$ cat config.mk
export PLATFORM = sky130hd
export DESIGN_NAME = rs_cds_sequencer
export DESIGN_NICKNAME = d
export VERILOG_FILES = /design/src/rtl/rs_cds_sequencer.sv
export SDC_FILE = /design/constraint.sdc
export NUM_CORES = 1
export LEC_CHECK = 0
export BUFFER_PORTS_ARGS = -buffer_cell sky130_fd_sc_hd__buf_2
export CORE_MARGIN = 3
export CORE_UTILIZATION = 25
export CTS_CLUSTER_DIAMETER = 200
export CTS_CLUSTER_SIZE = 20
export DETAILED_ROUTE_END_ITERATION = 10
export GPL_ROUTABILITY_DRIVEN = 0
export GPL_TIMING_DRIVEN = 0
export SLEW_MARGIN = 40
export SYNTH_ARGS = -nofsm -noshare
export SYNTH_HDL_FRONTEND = slang
export SYNTH_SLANG_ARGS = --single-unit
$ cat constraint.sdc
create_clock -name clk -period 9.2 [get_ports clk]
set_clock_uncertainty 0.1 [all_clocks]
set_input_delay 0.92 -clock clk [delete_from_list [all_inputs] [get_ports clk]]
set_output_delay 0.92 -clock clk [all_outputs]
set_load 0.02 [all_outputs]
$ cat src/rtl/rs_cds_sequencer.sv
`timescale 1ns/1ps
module rs_cds_sequencer #(
  parameter int ROWS        = 256,
  parameter int COLS        = 64,
  parameter int SAMPLE_W    = 16,
  parameter int CLEAR_CYC   = 2,
  parameter int SETTLE_CYC  = 2,
  parameter int ROW_MIN_CYC = 5,
  localparam int RW = $clog2(ROWS),
  localparam int CW = $clog2(COLS)
) (
  input  logic                   clk,
  input  logic                   rst_n,
  input  logic                   start_i,
  input  logic                   stop_i,
  input  logic [SAMPLE_W-1:0]    smp_data_i,
  input  logic                   smp_valid_i,
  output logic                   smp_req_o,
  output logic [CW-1:0]          smp_col_o,
  output logic [ROWS-1:0]        row_en_o,
  output logic                   clear_o,
  output logic                   pix_valid_o,
  input  logic                   pix_ready_i,
  output logic signed [SAMPLE_W:0] pix_data_o,
  output logic [RW-1:0]          pix_row_o,
  output logic [CW-1:0]          pix_col_o,
  output logic                   pix_sof_o
);
  localparam int TW = $clog2(CLEAR_CYC + SETTLE_CYC + 1);
  localparam int YW = $clog2(ROW_MIN_CYC + 1);

  typedef enum logic [2:0] {ST_IDLE, ST_S1, ST_CLR, ST_SETTLE, ST_S2, ST_PAD} state_t;

  state_t              state;
  logic [RW-1:0]       row;
  logic [CW-1:0]       col;
  logic [TW-1:0]       cnt;
  logic [YW-1:0]       row_cyc;
  logic                stop_pend;
  logic [SAMPLE_W-1:0] cbuf [COLS];
  logic                running, out_free, acc, last_col;
  logic signed [SAMPLE_W:0] diff;

  assign running   = state != ST_IDLE;
  assign out_free  = !pix_valid_o || pix_ready_i;
  assign smp_req_o = (state == ST_S1) || (state == ST_S2 && out_free);
  assign smp_col_o = col;
  assign acc       = smp_req_o && smp_valid_i;
  assign last_col  = col == CW'(COLS - 1);
  assign clear_o   = state == ST_CLR;
  assign row_en_o  = running ? (ROWS'(1) << row) : '0;
  assign diff      = $signed({1'b0, cbuf[col]}) - $signed({1'b0, smp_data_i});
  assign pix_sof_o = pix_valid_o && pix_row_o == '0 && pix_col_o == '0;

  always_ff @(posedge clk) begin
    if (state == ST_S1 && acc) cbuf[col] <= smp_data_i;
  end

  always_ff @(posedge clk or negedge rst_n) begin
    if (!rst_n) begin
      state       <= ST_IDLE;
      row         <= '0;
      col         <= '0;
      cnt         <= '0;
      row_cyc     <= '0;
      stop_pend   <= 1'b0;
      pix_valid_o <= 1'b0;
      pix_data_o  <= '0;
      pix_row_o   <= '0;
      pix_col_o   <= '0;
    end else begin
      if (pix_ready_i) pix_valid_o <= 1'b0;
      if (running && stop_i) stop_pend <= 1'b1;
      if (running && row_cyc < YW'(ROW_MIN_CYC)) row_cyc <= row_cyc + 1'b1;
      case (state)
        ST_IDLE: if (start_i) begin
          state     <= ST_S1;
          row       <= '0;
          col       <= '0;
          row_cyc   <= '0;
          stop_pend <= 1'b0;
        end
        ST_S1: if (acc) begin
          if (last_col) begin
            col   <= '0;
            cnt   <= '0;
            state <= ST_CLR;
          end else col <= col + 1'b1;
        end
        ST_CLR: begin
          if (cnt == TW'(CLEAR_CYC - 1)) begin
            cnt   <= '0;
            state <= ST_SETTLE;
          end else cnt <= cnt + 1'b1;
        end
        ST_SETTLE: begin
          if (cnt == TW'(SETTLE_CYC - 1)) begin
            cnt   <= '0;
            state <= ST_S2;
          end else cnt <= cnt + 1'b1;
        end
        ST_S2: if (acc) begin
          pix_valid_o <= 1'b1;
          pix_data_o  <= diff;
          pix_row_o   <= row;
          pix_col_o   <= col;
          if (last_col) begin
            col   <= '0;
            state <= ST_PAD;
          end else col <= col + 1'b1;
        end
        ST_PAD: if (row_cyc >= YW'(ROW_MIN_CYC - 1)) begin
          row_cyc <= '0;
          if (stop_pend || stop_i) begin
            state     <= ST_IDLE;
            stop_pend <= 1'b0;
          end else begin
            state <= ST_S1;
            row   <= (row == RW'(ROWS - 1)) ? '0 : row + 1'b1;
          end
        end
        default: state <= ST_IDLE;
      endcase
    end
  end

  p_row_onehot_r1: assert property (@(posedge clk) disable iff (!rst_n)
    $onehot0(row_en_o));

  p_idle_quiet_r8: assert property (@(posedge clk) disable iff (!rst_n)
    (row_en_o == '0) |-> (!clear_o && !smp_req_o));

  p_clear_no_req_r3: assert property (@(posedge clk) disable iff (!rst_n)
    clear_o |-> !smp_req_o);

  p_out_hold_r9: assert property (@(posedge clk) disable iff (!rst_n)
    (pix_valid_o && !pix_ready_i) |=>
      (pix_valid_o && $stable(pix_data_o) && $stable(pix_row_o) && $stable(pix_col_o)));

  p_row_step_r6: assert property (@(posedge clk) disable iff (!rst_n)
    (row_en_o != '0 && $past(row_en_o) != '0 && row_en_o != $past(row_en_o)) |->
      (row_en_o == {$past(row_en_o[ROWS-2:0]), $past(row_en_o[ROWS-1])}));

  p_stop_boundary_r8: assert property (@(posedge clk) disable iff (!rst_n)
    ($past(row_en_o) != '0 && row_en_o == '0) |-> ($past(state) == ST_PAD));
endmodule

==> run summary <==
cell types occupying the most area after synthesis = edfxtp_1 69%, mux4_2 4.3%, nor2_1 3.4%, mux2i_1 3.3%, dfrtp_1 3.2%
final number of setup-violating endpoints = 0
sequential element share of the synthesized area = 0.723
leakage = 17.8 nW
Post-CTS Hold Buffers = 0
worst-case setup slack after placement = 2.93 ns
layout net count = 3358
result of the run = complete, no violations
most used cell, CP = buf_2
share of the synthesized area in the top cell type = 0.692
worst min path class = in2async
Final Util = 0.299
most used cells in the layout excluding fill and tap cells = 1024 x edfxtp_1, 370 x buf_2, 333 x nor2_1
final hold violation count = 0
overall via count from detail_route = 30.8k
Wirelength per Cell = 32.9 um
syn avg cell area = 15.6 um^2
non-filler cells in the finished layout = 5680
GRT Total Usage = 0.196
Period minus WS final = 6.68 ns
CP Capture Type = flip-flop
fin. max-slew vios = 0
Overflow after GRT = 0
remaining max-slew budget at the tightest pin = 0.320
pin count of the biggest net entering global routing = 67
Iteration-0 DRC Markers = 5519
IR Drop Worst-Case VDD = 0.188 mV
HPWL reported at the end of detailed placement = 126000 um
number of top-level pins = 319
post-synth design cell area = 44500 um^2
total negative slack = 0 ns
effective utilization at floorplan = 0.252
worst-skew pair later-pin latency = 0.74 ns
number of design rule violations left after detail routing = 0
Row Count = 154
Max-cap violations = 0
YS warnings = 0
kind of start point of the critical path = flip-flop
post-layout worst setup margin = 2.52 ns
Fmax achieved = 150 MHz
wire length of the first global-routing pass = 245000 um
Reg clk slew, reported paths = 0.11 ns
CP Cell Sequence = buf_4 -> buf_2 -> buf_2 -> buf_2 -> buf_2 -> a21o_1 -> a21oi_1 -> a211oi_1 -> nand4_1 -> ha_1 -> o21ai_0 -> o21bai_1 -> a41oi_1 -> or4_1 -> nand3_1
number of buffers and inverters on the critical path = 5
CTS sink count = 1080
unrepaired setup endpoints after global routing = no
number of input and output port buffers inserted = 318
post-layout power = 13.9 mW
areal power density over the cells = 264 nW/um^2
post-detailed-route via-to-cell ratio = 5.42
CTS max path bufs = 3
count of nets left with antenna violations after detail routing = 0
via count of the first global-routing pass = 28.1k
Placed Cells = 5588
full die area = 183000 um^2
Gates resized, CTS repair = 0
Post-Route WL = 187000 um
fillcell total = 17.4k
number of enable flip-flop cells after synthesis = 1024
required time of the critical path = 9.72 ns
H-tree depth reported by CTS = 2
clock tree from TritonCTS = yes
Mapped Cells = 2855
CP max-delay cell = a211oi_1
post-synthesis cell type with the largest combined area = edfxtp_1
flip-flop and latch count after synthesis = 1080
Tcrit/Tclk final = 0.726
share of synthesized flip-flops with an asynchronous set or reset = 0.0519
signed area change from the synthesized netlist to the final layout = 18.6%
First-pass DRT Iterations = 7
most common library cell in the layout ignoring fill and taps = edfxtp_1
share of layout cells above drive strength 1 = 0.253
Netlist cell types = 72
largest fanout of any net on the critical path = 10
slowest stage delay, CP = 0.85 ns
Worst Path Arrival = 7.20 ns
Setup Fix Bufs, Post-CTS = 0
predominant post-synthesis flop cell = edfxtp_1
area of the placeable core = 176000 um^2
antenna violations before repair = 19
slew at the pin closest to its max-slew limit = 1.02 ns
die width = 428 um
CTS Buf Count = 59
root buffer cell = clkbuf_16
Top delay family on crit path = buffers and inverters
die span in y = 428 um
post-synth net total = 2904
classification of the worst setup path = reg2reg
## registers in the layout, summed over array words and instances (netlist names)
name,cells
pix_data_o,17
state,3
pix_col_o,6
row_cyc,3
pix_valid_o,1
pix_row_o,8
row,8
cnt,3
stop_pend,1
cbuf,1024
smp_col_o,6
## final cells by class
cell class / count / area, um^2 / area share
sequential: 1080 / 32200 / 0.610
clock inverter: 3 / 68.8 / 0.00130
inverter: 27 / 101 / 0.00192
clock buffer: 79 / 1550 / 0.0294
antenna: 10 / 25.0 / 0.000475
tap: 2340 / 2930 / 0.0555
multi-input combinational: 1552 / 11800 / 0.224
timing repair buffer: 393 / 3070 / 0.0582
buffer: 196 / 1020 / 0.0193
## stage by stage
step | area (um^2) | hold slack [ns]
floorplan | 44500 | 0.363
global placement | 49000 | 0.364
detailed placement | 51000 | 0.366
CTS | 52700 | 0.162
global route | 52700 | 0.0815
finish | 52700 | 0.0363
## worst reg2reg max path, stage by stage (launching register included)
cell and delay (ns):
dfrtp_1 0.53, buf_4 0.25, buf_2 0.59, buf_2 0.62
buf_2 0.68, buf_2 0.64, a21o_1 0.22, a21oi_1 0.08
a211oi_1 0.85, nand4_1 0.55, ha_1 0.58, o21ai_0 0.13
o21bai_1 0.15, a41oi_1 0.11, or4_1 0.47, nand3_1 0.08
## Yosys cell counts (all sizes together) (9+ instances only)
library cell,number
nor2,399
ha,26
inv,26
a22oi,70
mux2,80
o22ai,42
o22a,10
dfrtp,56
mux4,89
nor2b,19
mux2i,145
edfxtp,1024
nand4,11
clkbuf,94
o21ai,105
a211oi,16
nand2,157
nand2b,14
and3,11
a31oi,10
a21oi,90
a221o,16
a22o,13
nand3,26
a221oi,78
nor3,12
and2,9
buf,102
## cell families (layout without fill, tap and decap cells)
group | count (synthesis) | count (layout) | share of synthesized area
flip-flops | 1080 | 1080 | 0.723
AND/OR/NAND/NOR | 686 | 686 | 0.0650
AO/OA/AOI/OAI | 514 | 514 | 0.0796
multiplexers | 314 | 314 | 0.0984
buffers and inverters | 223 | 698 | 0.0239
adder cells (fa/ha/maj) | 27 | 27 | 0.00777
XOR/XNOR | 11 | 11 | 0.00217
other | 0 | 10 | 0
## routing by layer
metal / vias to the layer above / wire (um) / track usage / share of wire
met5: - / 181 / 0.00503 / 0.00097
met4: 12 / 13800 / 0.117 / 0.074
met3: 629 / 26400 / 0.0750 / 0.14
met2: 2760 / 82300 / 0.308 / 0.44
met1: 15400 / 63900 / 0.227 / 0.34
li1: 12000 / - / - / -
## final timing paths
check                                           start                          to  slack [ns]  depth (start not counted)
max in group asynchronous                       rst_n    smp_col_o[4]$_DFFE_PN0P_        8.51                          1
max reg2reg                  smp_col_o[1]$_DFFE_PN0P_  pix_data_o[14]$_DFFE_PN0P_        2.52                         15
min                                             rst_n    pix_row_o[7]$_DFFE_PN0P_        0.04                          1
max                          smp_col_o[1]$_DFFE_PN0P_  pix_data_o[14]$_DFFE_PN0P_        2.52                         15
min reg2reg                pix_data_o[11]$_DFFE_PN0P_  pix_data_o[11]$_DFFE_PN0P_        0.38                          2
min in group clk           pix_data_o[11]$_DFFE_PN0P_  pix_data_o[11]$_DFFE_PN0P_        0.38                          2
## power breakdown
group	internal, mW	switching [mW]
Sequential	5.56	0.0871
Clock	1.18	1.62
Combinational	1.40	4.05
Total	8.14	5.76
Note: power is estimated with default switching activity, not from simulation.
